--- config.mk ---
export PLATFORM = sky130hd
export DESIGN_NAME = ofs_seq_ctrl
export DESIGN_NICKNAME = d
export VERILOG_FILES = /design/src/rtl/ofs_seq_pkg.sv /design/src/rtl/ofs_req_decode.sv /design/src/rtl/ofs_state_reg.sv /design/src/rtl/ofs_edge_detect.sv /design/src/rtl/ofs_settle_timer.sv /design/src/rtl/ofs_seq_ctrl.sv
export SDC_FILE = /design/constraint.sdc
export NUM_CORES = 1
export LEC_CHECK = 0
export BUFFER_PORTS_ARGS = -buffer_cell sky130_fd_sc_hd__buf_4
export CAP_MARGIN = 0
export CORE_UTILIZATION = 51
export CTS_CLUSTER_SIZE = 28
export DETAILED_ROUTE_END_ITERATION = 8
export GPL_TIMING_DRIVEN = 0
export PLACE_DENSITY = 0.8
export SYNTH_ARGS = -nofsm -noshare
export SYNTH_HDL_FRONTEND = slang
export SYNTH_SLANG_ARGS = --single-unit
--- constraint.sdc ---
create_clock -name clk -period 1.9 [get_ports clk]
set_clock_uncertainty 0.2 [all_clocks]
set_input_delay 0.38 -clock clk [delete_from_list [all_inputs] [get_ports clk]]
set_output_delay 0.38 -clock clk [all_outputs]
set_load 0.05 [all_outputs]
--- src/rtl/ofs_seq_pkg.sv ---
package ofs_seq_pkg;

    typedef enum logic [1:0] {
        REQ_NONE  = 2'd0,
        REQ_PLUS  = 2'd1,
        REQ_MINUS = 2'd2,
        REQ_CLEAR = 2'd3
    } ofs_req_e;

    typedef enum logic {
        SETTLE_APPLY = 1'b0,
        SETTLE_CLEAR = 1'b1
    } settle_kind_e;

    typedef struct packed {
        logic plus;
        logic minus;
        logic active;
        logic dir_out;
    } ofs_state_t;

    localparam ofs_state_t OFS_IDLE = '{plus: 1'b0, minus: 1'b0, active: 1'b0, dir_out: 1'b0};

    // Classify a strobe; conflicting bits are treated as no request.
    function automatic ofs_req_e classify_req(input logic stb, input logic sel,
                                              input logic bp, input logic bm);
        ofs_req_e r;
        r = REQ_NONE;
        if (stb && sel) begin
            unique case ({bp, bm})
                2'b10:   r = REQ_PLUS;
                2'b01:   r = REQ_MINUS;
                2'b00:   r = REQ_CLEAR;
                default: r = REQ_NONE;
            endcase
        end
        return r;
    endfunction

    function automatic ofs_state_t step_state(input ofs_state_t cur, input ofs_req_e req,
                                              input logic blocked);
        ofs_state_t n;
        n = cur;
        unique case (req)
            REQ_PLUS:  n = '{plus: 1'b1, minus: 1'b0, active: ~blocked, dir_out: 1'b1};
            REQ_MINUS: n = '{plus: 1'b0, minus: 1'b1, active: ~blocked, dir_out: 1'b0};
            REQ_CLEAR: n = OFS_IDLE;
            default:   n = cur;
        endcase
        return n;
    endfunction

endpackage

--- src/rtl/ofs_req_decode.sv ---
module ofs_req_decode
    import ofs_seq_pkg::*;
(
    input  logic     sel,
    input  logic     tag_stb,
    input  logic     req_plus,
    input  logic     req_minus,
    output ofs_req_e req
);
    always_comb begin
        req = classify_req(tag_stb, sel, req_plus, req_minus);
    end
endmodule

--- src/rtl/ofs_state_reg.sv ---
module ofs_state_reg
    import ofs_seq_pkg::*;
(
    input  logic       clk,
    input  logic       rst,
    input  ofs_req_e   req,
    input  logic       abn,
    output ofs_state_t st
);
    always_ff @(posedge clk) begin
        if (rst) st <= OFS_IDLE;
        else     st <= step_state(st, req, abn);
    end
endmodule

--- src/rtl/ofs_edge_detect.sv ---
module ofs_edge_detect
    import ofs_seq_pkg::*;
(
    input  logic         clk,
    input  logic         rst,
    input  logic         active,
    output logic         pulse,
    output settle_kind_e kind
);
    logic active_q;

    always_ff @(posedge clk) begin
        if (rst) active_q <= 1'b0;
        else     active_q <= active;
    end

    always_comb begin
        pulse = active ^ active_q;
        kind  = active ? SETTLE_APPLY : SETTLE_CLEAR;
    end
endmodule

--- src/rtl/ofs_settle_timer.sv ---
module ofs_settle_timer
    import ofs_seq_pkg::*;
#(
    parameter int unsigned SETTLE_CYC = 625000
) (
    input  logic         clk,
    input  logic         rst,
    input  logic         start,
    input  settle_kind_e kind,
    input  logic         on_track,
    output logic         seek_end,
    output logic         on_cyl
);
    localparam int unsigned CNT_W = (SETTLE_CYC > 1) ? $clog2(SETTLE_CYC) : 1;
    localparam logic [CNT_W-1:0] LOAD_VAL = CNT_W'(SETTLE_CYC - 1);

    logic             busy;
    logic [CNT_W-1:0] cnt;
    settle_kind_e     kind_q;

    always_ff @(posedge clk) begin
        if (rst) begin
            busy     <= 1'b0;
            cnt      <= '0;
            kind_q   <= SETTLE_APPLY;
            seek_end <= 1'b1;
            on_cyl   <= 1'b1;
        end else if (start) begin
            busy     <= 1'b1;
            cnt      <= LOAD_VAL;
            kind_q   <= kind;
            seek_end <= 1'b0;
            on_cyl   <= 1'b0;
        end else if (busy) begin
            if (cnt == '0) begin
                busy     <= 1'b0;
                seek_end <= 1'b1;
                on_cyl   <= (kind_q == SETTLE_APPLY) || on_track;
            end else begin
                cnt <= cnt - 1'b1;
            end
        end
    end
endmodule

--- src/rtl/ofs_seq_ctrl.sv ---
module ofs_seq_ctrl
    import ofs_seq_pkg::*;
#(
    parameter int unsigned SETTLE_CYC = 625000
) (
    input  logic clk,
    input  logic rst,
    input  logic sel,
    input  logic tag_stb,
    input  logic req_plus,
    input  logic req_minus,
    input  logic abn,
    input  logic on_track,
    output logic ofs_plus,
    output logic ofs_minus,
    output logic ofs_active,
    output logic ofs_en,
    output logic ofs_dir_out,
    output logic seek_end,
    output logic on_cyl
);
    ofs_req_e     req;
    ofs_state_t   st;
    logic         chg_pulse;
    settle_kind_e chg_kind;

    ofs_req_decode u_dec (
        .sel(sel), .tag_stb(tag_stb), .req_plus(req_plus), .req_minus(req_minus), .req(req)
    );

    ofs_state_reg u_state (
        .clk(clk), .rst(rst), .req(req), .abn(abn), .st(st)
    );

    ofs_edge_detect u_edge (
        .clk(clk), .rst(rst), .active(st.active), .pulse(chg_pulse), .kind(chg_kind)
    );

    ofs_settle_timer #(.SETTLE_CYC(SETTLE_CYC)) u_timer (
        .clk(clk), .rst(rst), .start(chg_pulse), .kind(chg_kind),
        .on_track(on_track), .seek_end(seek_end), .on_cyl(on_cyl)
    );

    assign ofs_plus    = st.plus;
    assign ofs_minus   = st.minus;
    assign ofs_active  = st.active;
    assign ofs_en      = st.active;
    assign ofs_dir_out = st.dir_out;
endmodule

# Word-level counts from Yosys, hierarchy flattened
# Index checks and enable logic that the tools add are counted.
dict set report op_classes {
  n_eq_ne 6
  reduce_logical 11
  n_addsub 1
  bitwise 4
  muxes 16
}
# operator count
set op_table {}
lappend op_table {{20-bit two-way mux} 3}
lappend op_table {{20-bit logical NOT} 1}
lappend op_table {{20-bit by 1-bit subtractor with 20-bit output (second input constant)} 1}
lappend op_table {{4-bit case mux with 3 select lines} 1}
lappend op_table {{1-bit two-way mux} 10}
lappend op_table {{2-bit == test (second input constant)} 3}
lappend op_table {{2-bit case mux with 3 select lines} 1}
lappend op_table {{2-bit AND reduction} 3}
lappend op_table {{2-bit by 1-bit == test with 1-bit output (second input constant)} 2}
lappend op_table {{2-bit nonzero test} 2}
lappend op_table {{1-bit NOT} 3}
lappend op_table {{3-bit nonzero test} 1}
lappend op_table {{2-bit logical NOT} 1}
lappend op_table {{2-bit two-way mux} 1}
lappend op_table {{2-bit != test (second input constant)} 1}
lappend op_table {{2-bit OR reduction} 1}
lappend op_table {{1-bit logical AND} 1}
lappend op_table {{1-bit logical OR} 1}
lappend op_table {{1-bit XOR} 1}
dict set report word_totals {
  reg_bits 29
}

# Longest topological paths before layout
dict set report depth {
  ltp_word 5
  mapped_depth 7
  mapped_depth_nobuf 7
}

# Cells and area by module
# From an unflattened synthesis, not the netlist that was laid out.
dict set report hier_totals {
  cells_unflattened 169
  area_unflattened_um2 1501.4
}
# mod cells_each n_inst area_per_inst_um2 seq_area_each_um2
set by_module_without_submodules {}
lappend by_module_without_submodules {ofs_settle_timer 150 1 1322.5 480.5}
lappend by_module_without_submodules {ofs_state_reg 12 1 115.1 60.1}
lappend by_module_without_submodules {ofs_edge_detect 4 1 38.8 20.0}
lappend by_module_without_submodules {ofs_req_decode 2 1 17.5 0.0}
lappend by_module_without_submodules {ofs_seq_ctrl 1 1 7.5 0.0}

# Worst setup path after synthesis
# OpenSTA, ideal clock, no wires.
dict set report synth_timing {
  path_type {reg2reg}
  start {register u_timer.cnt[0]}
  end {register u_timer.cnt[1]}
  t_arrival_ns 1.652
  setup_time_ns 0.071
  t_required_ns 1.629
  setup_slack_ns -0.023
  path_buffers 0
  period_less_slack_ns 1.923
  path_stages_with_launch 8
  cell_sequence {dfxtp_1 -> inv_1 -> ha_1 -> nor2b_1 -> nand2_1 -> o21ai_2 -> mux2_1 -> a21oi_1}
}
dict set report synth_via {
  elab_chain_cells 4
  word_cells_on_any_way 7
  classes_between {1 x add/sub; 1 x eq/ne; 3 x mux; 2 x reduce/logical}
}
# element line
set synth_lines {}
lappend synth_lines {{from (decl)} ofs_settle_timer.sv:18} ;# logic [CNT_W-1:0] cnt;
lappend synth_lines {{from (signal assigned)} ofs_settle_timer.sv:40} ;# cnt <= cnt - 1'b1;
lappend synth_lines {{20-bit by 1-bit subtractor with 20-bit output} ofs_settle_timer.sv:40}
lappend synth_lines {{20-bit two-way mux} ofs_settle_timer.sv:35} ;# if (cnt == '0) begin
lappend synth_lines {{20-bit two-way mux} ofs_settle_timer.sv:34} ;# end else if (busy) begin
lappend synth_lines {{20-bit two-way mux} ofs_settle_timer.sv:28} ;# end else if (start) begin
# Several ways; a longest one is shown, not always the timed one. The select of a mux whose other input is x is not followed.
# A chain may end at the register's enable or synchronous reset.

# Worst setup path after layout
dict set report layout_timing {
  start {register u_timer.cnt[15]}
  end {register u_timer.cnt[18]}
}
dict set report layout_via {
  elab_chain_cells 3
  word_cells_on_any_way 4
  classes_between {1 x add/sub; 1 x bitwise; 2 x reduce/logical}
}
# element
set layout_lines {}
lappend layout_lines {{parallel branches: the longest is 3 deep, another holds 20-bit by 1-bit subtractor with 20-bit output}}
# Parallel ways; which one is timed is not known.

==> impl.org <==
** Run status
- Status :: finished, violations left
- Violations in the final reports :: setup timing

** Power
- For this design the ratio of total power to cell area is roughly 930 nW/um^2.
- Peak VDD IR :: 0.0008283 V
- Summed over all nets, the switching power comes to ~0.62 mW.
- The share of total power dissipated in the clock network is 0.173.
- Logic gate share of total power :: 0.420
- Switching part of the total power :: 0.3683
- The internal power of the cells totals around 1.1 mW.
- Leakage power :: 0.7256 nW
- Of the total power, registers draw 0.407.

** STA
- Worst-Margin Slew :: between 400 and 500 ps
- Maximum clock rate :: a little over 500 MHz
- Final period utilization :: 1.021
- The number of pins with negative max-slew slack in the final report came to 0.
- Setup-violating endpoint count in the final report :: 4
- Minimum clock period after layout :: 1940 ps
- Setup total negative slack on the finished layout was measured at -121.2 ps.
- Across all setup checks in the final design, the least slack found is -40.20 ps.
- The final count of hold timing violations is 0.
- Unrepaired setup endpoints after global routing :: yes
- The worst pin sits at a relative slew slack of 0.6738.

** CTS
- Clock tree synthesis selected as its root buffer the cell sky130_fd_sc_hd__clkbuf_4.
- For this design, the sink count on the clock tree is 28.
- For the worst-skew pair, the clock arrives at the later sink with an insertion delay of 330 ps.
- TritonCTS clock tree :: built
- TritonCTS buffer count :: 3
- CTS Buffer Depth :: 2
- After clock tree synthesis, the clock-pin slew on the worst setup and hold paths is 140 ps.
- In this run the number of H-tree levels came out at 1.

** Cells and area
- Summing all multi-input logic gate instances after layout gives just over 900 sq um.
- Synthesis-to-layout area growth :: 25.04%
- FF+latch area :: about 570 sq um
- Final nets :: 192
- Fraction of final layout cells sized beyond drive strength 1 :: 0.3425
- Fill cells in the final layout number 197.
- After routing the design area is between 1500 and 2000 sq um.
- The number of antenna diodes in the final layout is 0.

** Global route
- All-layer global routing usage :: 0.2207
- Number of global-route vias before repair :: about 1.1k
- Aggregate global routing overflow :: 0
- The first global-routing pass estimated 4761 microns of wire.
- Largest net degree at the start of global routing :: 16
- Antenna violations before repair :: 0

** Min path
- Tightest Hold Check Type :: input pin to flop

** Die
- Cell Rows :: 18
- Floorplan die width :: 55.12 microns
- The die covers 3038 sq um.
- The die is roughly 55 microns tall.
- 15 I/O pins were placed.
- The initial utilization of the core area, before any placement, comes to 0.5604.
- Placeable core region :: between 2000 and 3000 sq um

** Routing
- First-pass detailed-route iteration total :: 4
- The routed design has about 3100 microns of wire.
- Detailed-route DRC error count :: 0
- DRT iter0 DRCs :: 14
- After detailed routing, the number of vias per cell comes to 5.701.
- Average routed wire per standard cell :: around 15 microns
- Routed vias :: 1203
- Number of nets still failing antenna checks after routing :: 0

** Critical path
- Critical Path RT :: just under 2000 ps
- Along the worst path, the maximum fanout reaches 5.
- Arrival time at the worst endpoint :: 2030 ps
- Nature of the critical path startpoint :: flop
- STA classifies the critical path endpoint as a flop.
- The critical path is of the flop to flop type.

** Yosys
- Number of flops mapped to enable cells by yosys :: 0
- Counting flops and latches in the post-synthesis netlist gives 28.
- Share of synthesized registers carrying an async set or reset :: 0
- Post-synthesis net count :: approximately 160
- Syn Inst Count :: about 150
- Yosys Warn Count :: 0
- Mean instance size in the synthesized netlist :: between 9 and 10 sq um
- The netlist uses 42 different library cells.
- Prevailing post-synth register cell :: sky130_fd_sc_hd__dfxtp_1
- Sequential fraction of the synthesis area :: 0.3896
- Summing every instance area after synthesis gives 1439 sq um.

** Placement
- DP HPWL :: ~2100 microns
- IO buf count :: 14
- Total placed instance area :: 1584 sq um
- The congestion estimate from routability-driven global placement came to just over 0.8.

** Run
- Max-cap violations in this run came to 0.
-- registers in the layout, indices dropped and copies added (netlist names) --
signal and flops:
u_timer.busy 1, u_timer.seek_end 1, u_timer.kind_q 1, u_timer.cnt 20
u_state.st 3, u_timer.on_cyl 1, u_edge.active_q 1
-- routing by layer --
metal,track usage,vias up,wire length (microns)
li1,-,600,-
met1,0.2508,576,1342
met2,0.4056,25,1668
met3,0.06557,2,106
met4,0.04167,0,12
met5,0,-,0
-- power by group through the flow --
stage | logic [mW] | clock network [mW] | registers (mW)
after CTS | 0.598 | 0.295 | 0.678
final | 0.703 | 0.289 | 0.681
after detailed placement | 0.477 | 0 | 0.689
after floorplan | 0.368 | 0 | 0.699
after global placement | 0.468 | 0 | 0.685
after global routing | 0.753 | 0.322 | 0.686
-- Yosys cell counts (2+ instances only) --
cell type                  count  area share
sky130_fd_sc_hd__or4_1         2       0.010
sky130_fd_sc_hd__o31ai_1       2       0.010
sky130_fd_sc_hd__xor2_1        7       0.043
sky130_fd_sc_hd__or3_1         5       0.022
sky130_fd_sc_hd__a21oi_1      13       0.045
sky130_fd_sc_hd__dfxtp_1      28        0.39
sky130_fd_sc_hd__nor4_4        3       0.044
sky130_fd_sc_hd__nand2_1       6       0.016
sky130_fd_sc_hd__a31oi_1       2      0.0087
sky130_fd_sc_hd__nor3_1        7       0.024
sky130_fd_sc_hd__xnor2_1      10       0.061
sky130_fd_sc_hd__inv_1         4       0.010
sky130_fd_sc_hd__o21ai_0       2      0.0070
sky130_fd_sc_hd__o21ai_1       6       0.021
sky130_fd_sc_hd__ha_1          2       0.017
sky130_fd_sc_hd__nor2_1       22       0.057
sky130_fd_sc_hd__clkbuf_1      3      0.0078
sky130_fd_sc_hd__nor2b_1       2      0.0087
sky130_fd_sc_hd__buf_4         2       0.010
sky130_fd_sc_hd__o31a_1        2       0.012
sky130_fd_sc_hd__nor4_2        3       0.026
-- worst paths after layout --
check | start | endpoint | slack, ps | cells after the start
worst max-delay path | u_timer.cnt[15] | u_timer.cnt[18] | -40 | 6
worst min-delay path | rst | u_timer.cnt[2] | 50 | 2
worst max register to register | u_timer.cnt[15] | u_timer.cnt[18] | -40 | 6
worst min register to register | u_timer.cnt[11] | u_timer.cnt[11] | 300 | 2
-- repair_timing --
| action | 4_1_cts | 5_1_grt |
|---|---|---|
| resized for setup | 15 | 12 |
| endpoints found under the setup margin | 12 | 17 |
| setup buffers | 5 | 4 |
| cloned | 0 | 0 |
| hold buffers | 0 | 0 |
| pin swaps | 6 | 6 |
-- stage by stage --
stage,std cells,power (mW),util,hold WS (ps),setup slack (ps)
final,211,1.672,0.7008,54.64,-40.20
after global routing,211,1.761,0.7008,43.44,-139.3
after CTS,207,1.571,0.6686,60.81,-35.75
after detailed placement,198,1.166,0.6170,274.6,-149.6
after global placement,198,1.153,0.6170,274.7,-115.7
after floorplan,154,1.067,-,249.4,26.65
-- cells by family (layout without fill, tap and decap cells) --
logic type | count (synthesis) | count (layout) | share of synthesized area
buf+inv | 10 | 37 | 0.03216
fa+ha+maj | 2 | 2 | 0.01739
compound gates | 32 | 32 | 0.1348
xor+xnor | 17 | 17 | 0.1035
mux | 1 | 1 | 0.007826
flops | 28 | 28 | 0.3896
simple gates | 64 | 64 | 0.3148
-- cell type report --
class / instances / share of cell area
timing repair buffer: 23 / 0.1029
sequential: 28 / 0.3192
buffer: 6 / 0.01739
inverter: 4 / 0.008345
tap: 30 / 0.02086
clock buffer: 4 / 0.02017
multi-input combinational: 116 / 0.5111
-- cell usage in the layout, fill, tap and decap left out, types with 3 or more instances in the layout --
cell,instances
sky130_fd_sc_hd__a21oi_1,13
sky130_fd_sc_hd__buf_4,24
sky130_fd_sc_hd__clkbuf_1,3
sky130_fd_sc_hd__clkbuf_4,3
sky130_fd_sc_hd__dfxtp_1,21
sky130_fd_sc_hd__dfxtp_2,5
sky130_fd_sc_hd__inv_1,4
sky130_fd_sc_hd__nand2_1,5
sky130_fd_sc_hd__nor2_1,22
sky130_fd_sc_hd__nor3_1,6
sky130_fd_sc_hd__nor4_2,4
sky130_fd_sc_hd__nor4_4,3
sky130_fd_sc_hd__o21ai_1,5
sky130_fd_sc_hd__or3_1,5
sky130_fd_sc_hd__xnor2_1,10
sky130_fd_sc_hd__xor2_1,7
-- critical path, cell delays in order, from the launching register on --
cell,delay (ps)
sky130_fd_sc_hd__dfxtp_2,370
sky130_fd_sc_hd__nor4_4,400
sky130_fd_sc_hd__buf_4,190
sky130_fd_sc_hd__and3_4,240
sky130_fd_sc_hd__nor3_4,60
sky130_fd_sc_hd__a311oi_1,320
sky130_fd_sc_hd__a41o_1,130
Power figures use the tool's default switching activity.
